**config.mk**
```make
export PLATFORM = sky130hd
export DESIGN_NAME = sa6_code_detector
export DESIGN_NICKNAME = d
export VERILOG_FILES = /design/src/rtl/sa6_det_pkg.sv /design/src/rtl/sa6_word_assembler.sv /design/src/rtl/sa6_classifier.sv /design/src/rtl/sa6_run_validator.sv /design/src/rtl/sa6_status_reg.sv /design/src/rtl/sa6_code_detector.sv
export SDC_FILE = /design/constraint.sdc
export NUM_CORES = 1
export LEC_CHECK = 0
export BUFFER_PORTS_ARGS = -buffer_cell sky130_fd_sc_hd__buf_2
export CAP_MARGIN = 15
export CORE_MARGIN = 1
export CORE_UTILIZATION = 50
export DETAILED_ROUTE_END_ITERATION = 8
export GPL_TIMING_DRIVEN = 0
export PLACE_DENSITY = 0.8
export SETUP_SLACK_MARGIN = 0.3
export SLEW_MARGIN = 15
export SYNTH_ARGS = -nofsm -noshare
export SYNTH_HDL_FRONTEND = slang
export SYNTH_SLANG_ARGS = --single-unit
```
**constraint.sdc**
```tcl
create_clock -name clk -period 2.86 [get_ports clk]
set_input_delay 0.572 -clock clk [delete_from_list [all_inputs] [get_ports clk]]
set_output_delay 0.572 -clock clk [all_outputs]
set_load 0.005 [all_outputs]
```
**src/rtl/sa6_det_pkg.sv**
```systemverilog
package sa6_det_pkg;
   localparam int SA6_WORD_BITS = 4;
   localparam int SA6_NUM_PAT   = 5;
   localparam int SA6_NUM_CLASS = SA6_NUM_PAT + 1;

   typedef logic [SA6_WORD_BITS-1:0] sa6_word_t;
   typedef logic [SA6_NUM_CLASS-1:0] sa6_cls_t;

   // index k of this table is status bit k; the catch-all class is the top bit
   localparam sa6_word_t SA6_PAT [SA6_NUM_PAT] = '{
      4'b1000, 4'b1010, 4'b1100, 4'b1110, 4'b1111
   };
endpackage

```
**src/rtl/sa6_word_assembler.sv**
```systemverilog
module sa6_word_assembler
   import sa6_det_pkg::*;
(
   input  logic      clk,
   input  logic      rst_n,
   input  logic      sa6_vld,
   input  logic      sa6_bit,
   input  logic      smf_start,
   input  logic      frm_ok,
   input  logic      sync_mode,
   output logic      word_vld,
   output sa6_word_t word
);
   localparam int CNT_W = $clog2(SA6_WORD_BITS) + 1;
   localparam logic [CNT_W-1:0] LAST_POS = CNT_W'(SA6_WORD_BITS - 1);

   sa6_word_t        sh_q;
   logic [CNT_W-1:0] cnt_q;
   logic             armed_q;
   sa6_word_t        sh_nx;

   assign sh_nx = {sh_q[SA6_WORD_BITS-2:0], sa6_bit};

   always_ff @(posedge clk or negedge rst_n) begin
      if (!rst_n) begin
         sh_q     <= '0;
         cnt_q    <= '0;
         armed_q  <= 1'b0;
         word_vld <= 1'b0;
         word     <= '0;
      end else begin
         word_vld <= 1'b0;
         if (!frm_ok) begin
            // alignment lost: drop any partial word
            cnt_q   <= '0;
            armed_q <= 1'b0;
         end else if (sa6_vld) begin
            if (sync_mode && smf_start) begin
               // submultiframe boundary: this bit opens a new word
               sh_q    <= {{(SA6_WORD_BITS-1){1'b0}}, sa6_bit};
               cnt_q   <= CNT_W'(1);
               armed_q <= 1'b1;
            end else if (armed_q || !sync_mode) begin
               sh_q <= sh_nx;
               if (cnt_q == LAST_POS) begin
                  word_vld <= 1'b1;
                  word     <= sh_nx;
                  cnt_q    <= '0;
                  armed_q  <= !sync_mode;
               end else begin
                  cnt_q <= cnt_q + 1'b1;
               end
            end
         end
      end
   end
endmodule

```
**src/rtl/sa6_classifier.sv**
```systemverilog
module sa6_classifier
   import sa6_det_pkg::*;
(
   input  sa6_word_t word,
   output sa6_cls_t  cls
);
   logic [SA6_NUM_PAT-1:0] hit;

   for (genvar k = 0; k < SA6_NUM_PAT; k++) begin : g_pat
      assign hit[k] = (word == SA6_PAT[k]);
   end

   assign cls = {~|hit, hit};
endmodule

```
**src/rtl/sa6_run_validator.sv**
```systemverilog
module sa6_run_validator
   import sa6_det_pkg::*;
#(
   parameter int RUN_LEN = 3
) (
   input  logic      clk,
   input  logic      rst_n,
   input  logic      frm_ok,
   input  logic      upd_ok,
   input  logic      word_vld,
   input  sa6_word_t word,
   input  sa6_cls_t  cls,
   output sa6_cls_t  set_vec,
   output logic      chg_ev
);
   localparam int RUN_W = $clog2(RUN_LEN + 1);
   localparam logic [RUN_W-1:0] RUN_MAX = RUN_W'(RUN_LEN);

   sa6_word_t        last_q;
   logic             last_vld_q;
   logic [RUN_W-1:0] run_q, run_nx;
   sa6_cls_t         det_q;
   logic             same, qual;

   always_comb begin
      same   = last_vld_q && (word == last_q);
      if (!same)                run_nx = RUN_W'(1);
      else if (run_q == RUN_MAX) run_nx = run_q;
      else                      run_nx = run_q + 1'b1;
      qual    = word_vld && upd_ok && (run_nx == RUN_MAX);
      set_vec = qual ? cls : '0;
      chg_ev  = qual && (cls != det_q);
   end

   always_ff @(posedge clk or negedge rst_n) begin
      if (!rst_n) begin
         last_q     <= '0;
         last_vld_q <= 1'b0;
         run_q      <= '0;
         det_q      <= '0;
      end else begin
         if (!frm_ok) begin
            last_vld_q <= 1'b0;
            run_q      <= '0;
         end else if (word_vld) begin
            last_q     <= word;
            last_vld_q <= 1'b1;
            run_q      <= run_nx;
         end
         if (qual) det_q <= cls;
      end
   end
endmodule

```
**src/rtl/sa6_status_reg.sv**
```systemverilog
module sa6_status_reg
   import sa6_det_pkg::*;
(
   input  logic     clk,
   input  logic     rst_n,
   input  sa6_cls_t set_vec,
   input  logic     chg_ev,
   input  logic     rd_en,
   output sa6_cls_t status,
   output logic     irq
);
   for (genvar i = 0; i < SA6_NUM_CLASS; i++) begin : g_bit
      always_ff @(posedge clk or negedge rst_n) begin
         if (!rst_n) status[i] <= 1'b0;
         else        status[i] <= set_vec[i] | (status[i] & ~rd_en);
      end
   end

   always_ff @(posedge clk or negedge rst_n) begin
      if (!rst_n) irq <= 1'b0;
      else        irq <= chg_ev;
   end
endmodule

```
**src/rtl/sa6_code_detector.sv**
```systemverilog
module sa6_code_detector
   import sa6_det_pkg::*;
#(
   parameter int RUN_LEN = 3
) (
   input  logic                     clk,
   input  logic                     rst_n,
   input  logic                     sa6_vld,
   input  logic                     sa6_bit,
   input  logic                     smf_start,
   input  logic                     frm_ok,
   input  logic                     mfa_ok,
   input  logic                     sync_mode,
   input  logic                     rd_en,
   output logic [SA6_NUM_CLASS-1:0] rd_data,
   output logic                     irq
);
   if (RUN_LEN < 1) begin : g_bad_run
      $error("sa6_code_detector: RUN_LEN must be at least 1");
   end

   logic      word_vld;
   sa6_word_t word;
   sa6_cls_t  cls;
   sa6_cls_t  set_vec;
   logic      chg_ev;
   logic      upd_ok;

   assign upd_ok = frm_ok && (!sync_mode || mfa_ok);

   sa6_word_assembler u_asm (
      .clk(clk), .rst_n(rst_n), .sa6_vld(sa6_vld), .sa6_bit(sa6_bit),
      .smf_start(smf_start), .frm_ok(frm_ok), .sync_mode(sync_mode),
      .word_vld(word_vld), .word(word)
   );

   sa6_classifier u_cls (.word(word), .cls(cls));

   sa6_run_validator #(.RUN_LEN(RUN_LEN)) u_val (
      .clk(clk), .rst_n(rst_n), .frm_ok(frm_ok), .upd_ok(upd_ok),
      .word_vld(word_vld), .word(word), .cls(cls),
      .set_vec(set_vec), .chg_ev(chg_ev)
   );

   sa6_status_reg u_st (
      .clk(clk), .rst_n(rst_n), .set_vec(set_vec), .chg_ev(chg_ev),
      .rd_en(rd_en), .status(rd_data), .irq(irq)
   );
endmodule

```
* Word level (Yosys, flattened, before mapping)
Index checks and enable logic that the tools add are counted.
** Operators by class
- Div/mod/pow operators :: 0
- $lt $le $gt $ge :: 0
- Mux-type cells :: 24
- Equal/unequal tests :: 14
- Shift operators :: 0
- $mul :: 0
- Reductions and logical operators :: 17
- Bitwise gates (word level) :: 14
- Add/subtract/negate cells :: 2
** Operators by type and width (number)
- 2-to-1 mux 3 bit :: 7
- equality test 4 bit (second input constant) :: 5
- 2-to-1 mux 1 bit :: 12
- 2-to-1 mux 2 bit :: 4
- AND 1 bit :: 6
- logical AND 1 bit :: 6
- 2-to-1 mux 6 bit :: 1
- != test 3 x 1 -> 1 bit (second input constant) :: 2
- != test 6 bit :: 1
- bitwise OR 1 bit :: 6
- AND reduction 3 bit :: 2
- AND reduction 5 bit :: 1
- OR reduction 5 bit :: 1
- equality test 2 bit (second input constant) :: 2
- equality test 4 bit :: 1
- AND reduction 2 bit :: 2
- adder 3 x 1 -> 3 bit (second input constant) :: 1
- equality test 3 x 2 -> 1 bit (second input constant) :: 1
- adder 2 x 1 -> 2 bit (second input constant) :: 1
- zero test 1 bit :: 2
- logical OR 1 bit :: 2
- != test 2 x 1 -> 1 bit (second input constant) :: 1
- != test 2 bit (second input constant) :: 1
- NOT 1 bit :: 2
- nonzero test 2 bit :: 1
** Word-level totals
- Input port bits :: 9
- Bits in writable memories :: 0
- Bits in registers :: 32
- Bits in read-only memories :: 0
- Bits in latches :: 0
- Memories kept :: 0

* Longest topological paths before layout
Gate-level depths: netlist of the first run.
- Word-level depth :: 7
- Depth in mapped cells :: 7
- Mapped depth without buffers :: 5

* Hierarchy
A second synthesis of the first run with hierarchy kept.
** Second synthesis, totals
- Cell total of the unflattened synthesis :: 132
- Area, all modules :: 1592.8 µm²
** Modules (own cells, without submodules)
- sa6_run_validator :: times used 1, seq. area each 325.3 µm², area an instance 693.2 µm², cells an instance 55
- sa6_word_assembler :: times used 1, seq. area each 300.3 µm², area an instance 609.3 µm², cells an instance 50
- sa6_status_reg :: times used 1, seq. area each 175.2 µm², area an instance 224.0 µm², cells an instance 14
- sa6_classifier :: times used 1, seq. area each 0.0 µm², area an instance 55.1 µm², cells an instance 11
- sa6_code_detector :: times used 1, seq. area each 0.0 µm², area an instance 11.3 µm², cells an instance 2

* Least setup slack after synthesis of the first run
No wires, ideal clock.
- Path type :: input port to flip-flop
- From :: in frm_ok
- To :: reg u_st.status[0]
- Path slack :: 1041 ps
- Cell stages on the path :: 6
- Data arrival time :: 1723 ps
- Path through :: buf_2 -> o2111ai_1 -> or3_1 -> buf_2 -> buf_6 -> o32ai_2
** Between the ends
- Word-level cells in the longest chain between the ends :: 5
** RTL lines
- start, declared :: RTL line sa6_code_detector.sv:11 : input logic frm_ok,
- logical AND 1 bit :: RTL line sa6_code_detector.sv:29 : assign upd_ok = frm_ok && (!sync_mode || mfa_ok);
- logical AND 1 bit (2 in a row) :: RTL line sa6_run_validator.sv:30 : qual = word_vld && upd_ok && (run_nx == RUN_MAX);
- 2-to-1 mux 6 bit :: RTL line sa6_run_validator.sv:31 : set_vec = qual ? cls : '0;
- bitwise OR 1 bit :: RTL line sa6_status_reg.sv:15 : else status[i] <= set_vec[i] | (status[i] & ~rd_en);
- end signal, assigned by index :: RTL line sa6_status_reg.sv:15
- end, declared :: RTL line sa6_status_reg.sv:9 : output sa6_cls_t status,
No other way between the ends.
A chain may end at the register's enable or synchronous reset.

* Worst setup path in the final report of the first run
- From :: reg u_asm.word[3]
- To :: reg u_st.status[2]
** Between the ends
- Word-level cells in the longest chain between the ends :: 7
- Elaborated cells on any way between the ends :: 8
- Classes of those cells :: eq/ne (3); mux (2); bitwise (1); reduce/logical (2)
** RTL lines
- start, declared :: RTL line sa6_word_assembler.sv:12 : output sa6_word_t word
- start signal, assigned :: RTL line sa6_word_assembler.sv:47 : word <= sh_nx;
- equality test 4 bit :: RTL line sa6_run_validator.sv:26 : same = last_vld_q && (word == last_q);
- logical AND 1 bit :: RTL line sa6_run_validator.sv:26
- 2-to-1 mux 2 bit :: RTL line sa6_run_validator.sv:27 : if (!same) run_nx = RUN_W'(1);
- equality test 2 bit :: RTL line sa6_run_validator.sv:30
- logical AND 1 bit :: RTL line sa6_run_validator.sv:30
- 2-to-1 mux 6 bit * :: RTL line sa6_run_validator.sv:31
- bitwise OR 1 bit * :: RTL line sa6_status_reg.sv:15
Mark *: on every way between the ends. The rest lies on a longest branch, timed or not.

==> reports/metrics.cfg, run 1 <==
[clocking]
htreeDepth = 2
cts_resized = 0
postCtsHoldBufs = 0
cts_tree = built
clockBufferDepth = 2
clk-insertion-delay-late_ns = 0.34
cts.sinks = 32
postCtsSetupRepairBufs = 0
cts.clk_slew.worst_paths_ns = 0.10
root_buffer = clkbuf_4
cts_buffers = 5

[cells_and_area]
final_nets = 179
antennaDiodeCount = 0
finish.instance_area_um2 = 1820
fillers = 255
layout-drive-gt1-share_pct = 27.2
area_growth_pct = 11.7

[timing]
tightest_slew_ns = 0.702
hold_ws_ns = 0.268
rsz0062_at_grt = no
period_share_pct = 68.6
hold_viol_final = 0
clock_skew_ns = 0.00393
report.final.slew_viol_count = 0
setup_viol = 0
fin_setup_tns_ns = 0
slew_headroom_pct = 53.2
post-route-min-period_ns = 1.96
fmax_mhz = 510

[detailed_routing]
vias = 1234
vias_per_cell = 5.79
drc = 0
ant_nets = 0
drt_iter0_drc = 29
firstDrtPassIters = 4
drt-total-wl_mm = 3.47
wl_per_cell_um = 16.3

[setup_path]
cp-end-kind = flop
arrival_ns = 2.21
reg2reg_depth = 6
path_buf_inv = 2
path_class = flop to flop
cp.depth = 6
critPathMaxStageDelay_ns = 0.49
critPathMaxFanout = 10
crit_required_ns = 3.11
crit_chain = xnor2_1 > nand3_2 > or3_1 > buf_2 > buf_6 > o32ai_2
start_kind = flop
cp_slowest_cell = dfrtp_1
cpLargestDelayFamily = simple AND/OR/NAND/NOR gates

[logic_synthesis]
synthFlopType = dfrtp_1
synthesis.area_um2 = 1630
yosysWarnings = 0
ys_types = 43
yosysTopAreaCell = dfrtp_1
syn_nets = 158
ys_seq_elements = 32
async_reset_ff_share_pct = 100
synth-edff-count = 0
yosysTopAreaCellShare_pct = 49.1
avgSynthCellArea_um2 = 11.0
synthCells = 148
synthTopCellsByArea = dfrtp_1 49%, mux2_2 5.5%, o32ai_2 4.0%
yosysSeqAreaShare_pct = 49.1

[place]
place.gp.congestion = 0.761
port_buffers = 14
placed_area_um2 = 1760
dp_hpwl_mm = 2.39

[outcome]
status = completed

[grt]
grt_pass1_vias = 1308
grt_pass1_wl_mm = 5.77
grt.total_usage_pct = 22.8
grt_max_degree = 33
gr-total-overflow = 0
antenna_found_initial = 0

[pwr]
p_leak_nw = 0.836
vdd_drop_max_mv = 0.330
total_power_mw = 0.894
powerDensity_nw_per_um2 = 491

[floorplanning]
row_count = 20
fp.dieH_um = 59.1
die_area_um2 = 3500
num_io_pins = 16
die_x_um = 59.1
start_util_pct = 53.0
core-area_um2 = 3080

[run]
drv_cap = 0

[worst_hold_path]
min_path_type = input port to async pin

-- per-layer routing --
layer | track usage [%] | vias up | share of wire [%]
li1 | - | 567 | -
met1 | 25.7 | 624 | 42
met2 | 37.5 | 29 | 51
met3 | 7.86 | 14 | 4.5
met4 | 12.9 | 0 | 2.9
met5 | 0 | - | 0
-- registers in the layout, indices dropped and copies added, names as in the netlist --
| register | flops |
|---|---|
| u_asm.word | 4 |
| u_asm.cnt_q | 3 |
| u_val.last_vld_q | 1 |
| u_val.run_q | 2 |
| u_asm.sh_q | 3 |
| u_asm.word_vld | 1 |
| u_st.status | 6 |
| u_val.det_q | 6 |
| u_asm.armed_q | 1 |
| u_val.last_q | 4 |
| u_st.irq | 1 |
-- placed cells by master, fill, tap and decap left out, types with 3 or more instances in the layout --
cell,netlist,layout
o21ai_0,9,9
buf_2,2,16
nor2_1,5,5
nand2b_1,8,8
a21oi_1,6,6
o32ai_2,4,4
inv_1,11,11
o31ai_1,3,3
clkbuf_4,0,5
nor2b_1,4,4
buf_6,4,4
mux2i_1,3,3
mux2_2,8,8
dfrtp_1,32,32
nand2_1,12,12
-- kinds of logic (layout without fill, tap and decap cells) --
kind of cell               count (synthesis)  after routing  synth area share [%]
and+or+nand+nor                           43             43                  14.6
DFF                                       32             32                  49.1
adders and majority gates                  1              1                 0.767
AOI/OAI and AO/OA                         37             37                  17.6
muxes                                     13             13                  8.74
buffers and inverters                     18             39                  6.13
xor gates and xnor gates                   4              4                  3.07
-- layout make-up --
cell class	instances	area [um^2]	area share, %
tap	44	55.1	3.02
clock buffer	7	65.1	3.57
timing repair buffer	14	70.1	3.85
buffer	7	58.8	3.23
multi-input combinational	98	731	40.1
inverter	11	41.3	2.27
sequential	32	801	44.0
-- worst paths after layout --
path                                       start               end  slack (ns)
worst max-delay path               u_asm.word[3]    u_st.status[2]        0.90
worst max register to register     u_asm.word[3]    u_st.status[2]        0.90
worst min-delay path                       rst_n   u_val.last_q[2]        0.27
max in group asynchronous                  rst_n     u_asm.sh_q[1]        2.13
min in group clk                         sa6_bit     u_asm.word[0]        0.48
worst min register to register  u_val.last_vld_q  u_val.last_vld_q        0.52
-- report_power, final --
part	internal (mW)	leakage (nW)	switching, mW
Sequential	0.469	0.436	0.0134
Combinational	0.0448	0.363	0.0750
Clock	0.139	0.0374	0.152
Total	0.653	0.836	0.241
-- through the flow --
| step | setup WS, ns | cells | util, % |
|---|---|---|---|
| finish | 0.898 | 213 | 59.2 |
| global route | 0.849 | 213 | 59.2 |
| CTS | 0.919 | 213 | 59.2 |
| detailed placement | 0.784 | 206 | 57.1 |
| global placement | 0.863 | 206 | 57.1 |
| floorplan | 1.04 | 148 | - |
-- cell usage after synthesis (2+ instances only) --
cell / instances
nor3b_1: 2
o31ai_1: 3
nor2b_1: 4
mux2i_1: 3
mux2_1: 2
dfrtp_1: 32
nand3_1: 2
a21oi_1: 6
xnor2_1: 2
or3_1: 2
nand2_1: 12
nor2_1: 5
mux2_2: 8
o21ai_0: 9
o32ai_2: 4
inv_1: 11
buf_2: 2
or2_2: 2
xnor2_2: 2
o22ai_1: 2
buf_6: 4
nand2b_1: 8
No activity file was read; power rests on OpenSTA's default activity.
==> run 2: changes to the inputs <==
Settings changed: PLACE_DENSITY 0.8 to 0.83.
Clock period 2.86 ns to 1.7 ns, I/O delays scaled along.
==> reports/metrics.cfg, run 2 (synthesis gave the netlist of run 1 again) <==
[outcome]
status = finished with violations
violations = setup timing

[detailed_routing]
vias = 1293  ; +4.8%
drc = 0  ; unchanged
drt_iter0_drc = 71  ; +140%
ant_nets = 0  ; unchanged
firstDrtPassIters = 4  ; unchanged
vias_per_cell = 5.65  ; -2.5%
wl_per_cell_um = 16.4  ; +1.0%
drt-total-wl_mm = 3.76  ; +8.6%

[setup_path]
r2r_start = u_asm.word[0]
crit_chain = buf_6 > xnor2_2 > nand3_2 > or3_4 > buf_8 > buf_8 > o32ai_2
path_class = flop to flop
critPathMaxStageDelay_ns = 0.39  ; -0.10 ns
arrival_ns = 1.96  ; -0.25 ns
crit_start = u_asm.word[0]
start_kind = flop
crit_required_ns = 1.95  ; -1.16 ns
cp-end-kind = flop
cp_slowest_cell = dfrtp_1
critPathMaxFanout = 5  ; -5
crit_path_frequent_cell = buf_8

[floorplanning]
die_x_um = 59.1  ; unchanged
row_count = 20  ; unchanged
num_io_pins = 16  ; unchanged
die_area_um2 = 3500  ; unchanged
start_util_pct = 53.0  ; unchanged
core-area_um2 = 3080  ; unchanged
fp.dieH_um = 59.1  ; unchanged

[clocking]
cts_tree = built
clockBufferDepth = 2  ; unchanged
cts.clk_slew.worst_paths_ns = 0.10  ; about the same
cts_buffers = 5  ; unchanged
clk-insertion-delay-late_ns = 0.33  ; about the same
root_buffer = clkbuf_4
htreeDepth = 2  ; unchanged
cts.sinks = 32  ; unchanged

[pwr]
p_leak_nw = 0.959  ; +15%
vdd_drop_max_mv = 0.545  ; +65%
powerDensity_nw_per_um2 = 709  ; +45%

[place]
dp_hpwl_mm = 2.30  ; -3.6%
place.gp.congestion = 0.806  ; +6.0%
pre_cts_slack_ns = -0.0995  ; -0.884 ns
port_buffers = 14  ; unchanged

[cells_and_area]
final_common_cell = dfrtp_1
reg_top3 = u_st.status x6, u_val.det_q x6
antennaDiodeCount = 0  ; unchanged
final_nets = 195  ; +8.9%
final_util_pct = 69.3  ; +10 points
fillers = 217  ; -15%
area_growth_pct = 30.8
layout-drive-gt1-share_pct = 44.3  ; +17 points
final_cell_mix = 30 x dfrtp_1, 15 x buf_2, 13 x buf_4

[timing]
setup_viol = 1  ; +1
fin_setup_tns_ns = -0.0133  ; -0.0133 ns
period_share_pct = 101  ; +32 points
hold_viol_final = 0  ; unchanged
fmax_mhz = 584  ; +15%
post-route-min-period_ns = 1.71  ; -0.248 ns
clock_skew_ns = 0.00841  ; +0.00448 ns
slew_headroom_pct = 53.9  ; +0.75 points
fin_ws_ns = -0.0133  ; -0.912 ns
rsz0062_at_grt = yes
report.final.slew_viol_count = 0  ; unchanged
tightest_slew_ns = 0.691  ; -0.0112 ns

[grt]
grt_pass1_vias = 1244  ; -4.9%
grt_max_degree = 33  ; unchanged
grt.total_usage_pct = 23.6  ; +0.82 points
grt_pass1_wl_mm = 5.84  ; +1.3%
gr-total-overflow = 0  ; unchanged
antenna_found_initial = 0  ; unchanged

[run]
drv_cap = 0  ; unchanged

[worst_hold_path]
min_path_type = input port to async pin

==> run 2: stage by stage <==
| step | instance area [um^2] | hold slack, ns | power, mW | instances |
|---|---|---|---|---|
| 3_5_place_dp | 1770 | 0.418 | 1.02 | 206 |
| 6_report | 2130 | 0.0392 | 1.51 | 229 |
| 5_1_grt | 2130 | 0.0905 | 1.58 | 229 |
| 4_1_cts | 1970 | 0.0541 | 1.45 | 219 |
| 3_3_place_gp | 1770 | 0.410 | 1.01 | 206 |
| 2_1_floorplan | 1650 | 0.0444 | 0.956 | 148 |
==> run 2: worst max-delay path, delay by kind of cell (launching register included) <==
family,cells,cell delay [ns]
flip-flops,1,0.39
AND/OR/NAND/NOR,2,0.48
buffers and inverters,3,0.40
AO/OA/AOI/OAI,1,0.23
XOR/XNOR,1,0.13
==> run 2: cell type report <==
cell class / count / area, um^2 / share of cell area, %
Timing Repair Buffer: 30 / 218 / 10.2
Clock inverter: 1 / 5.00 / 0.234
Clock buffer: 6 / 41.3 / 1.93
Buffer: 7 / 73.8 / 3.46
Tap cell: 44 / 55.1 / 2.58
Sequential cell: 32 / 803 / 37.6
Multi-Input combinational cell: 98 / 897 / 42.0
Inverter: 11 / 41.3 / 1.93
==> run 2: worst paths after layout <==
check / end / slack, ns / cells past startpoint
max: u_st.status[1] / -0.01 / 7
min: u_st.status[2] / 0.04 / 1
max reg2reg: u_st.status[1] / -0.01 / 7
min reg2reg: u_val.last_vld_q / 0.52 / 1
max in group asynchronous: u_asm.word[3] / 1.17 / 1
min in group clk: u_asm.word[0] / 0.26 / 2
==> run 2: repair_timing <==
item / CTS / global route
gates cloned: 1 / 0
buffers inserted: 5 / 10
resized for setup: 22 / 19
pin swaps: 12 / 12
endpoints found under the setup margin: 17 / 20
hold buffers: 0 / 0
==> run 2: report_power, final <==
| group | total (mW) | switching (mW) | internal (mW) |
|---|---|---|---|
| Sequential | 0.815 | 0.0259 | 0.789 |
| Clock | 0.409 | 0.257 | 0.152 |
| Combinational | 0.290 | 0.157 | 0.133 |
| Total | 1.51 | 0.439 | 1.07 |
==> run 2: layer usage <==
layer | global-route usage, % | part of all wire (%) | vias to the layer above
met4 | 11.2 | 2.0 | 0
met3 | 7.21 | 3.6 | 8
met5 | 0 | 0 | -
met2 | 40.4 | 57 | 43
met1 | 26.8 | 38 | 647
li1 | - | - | 595
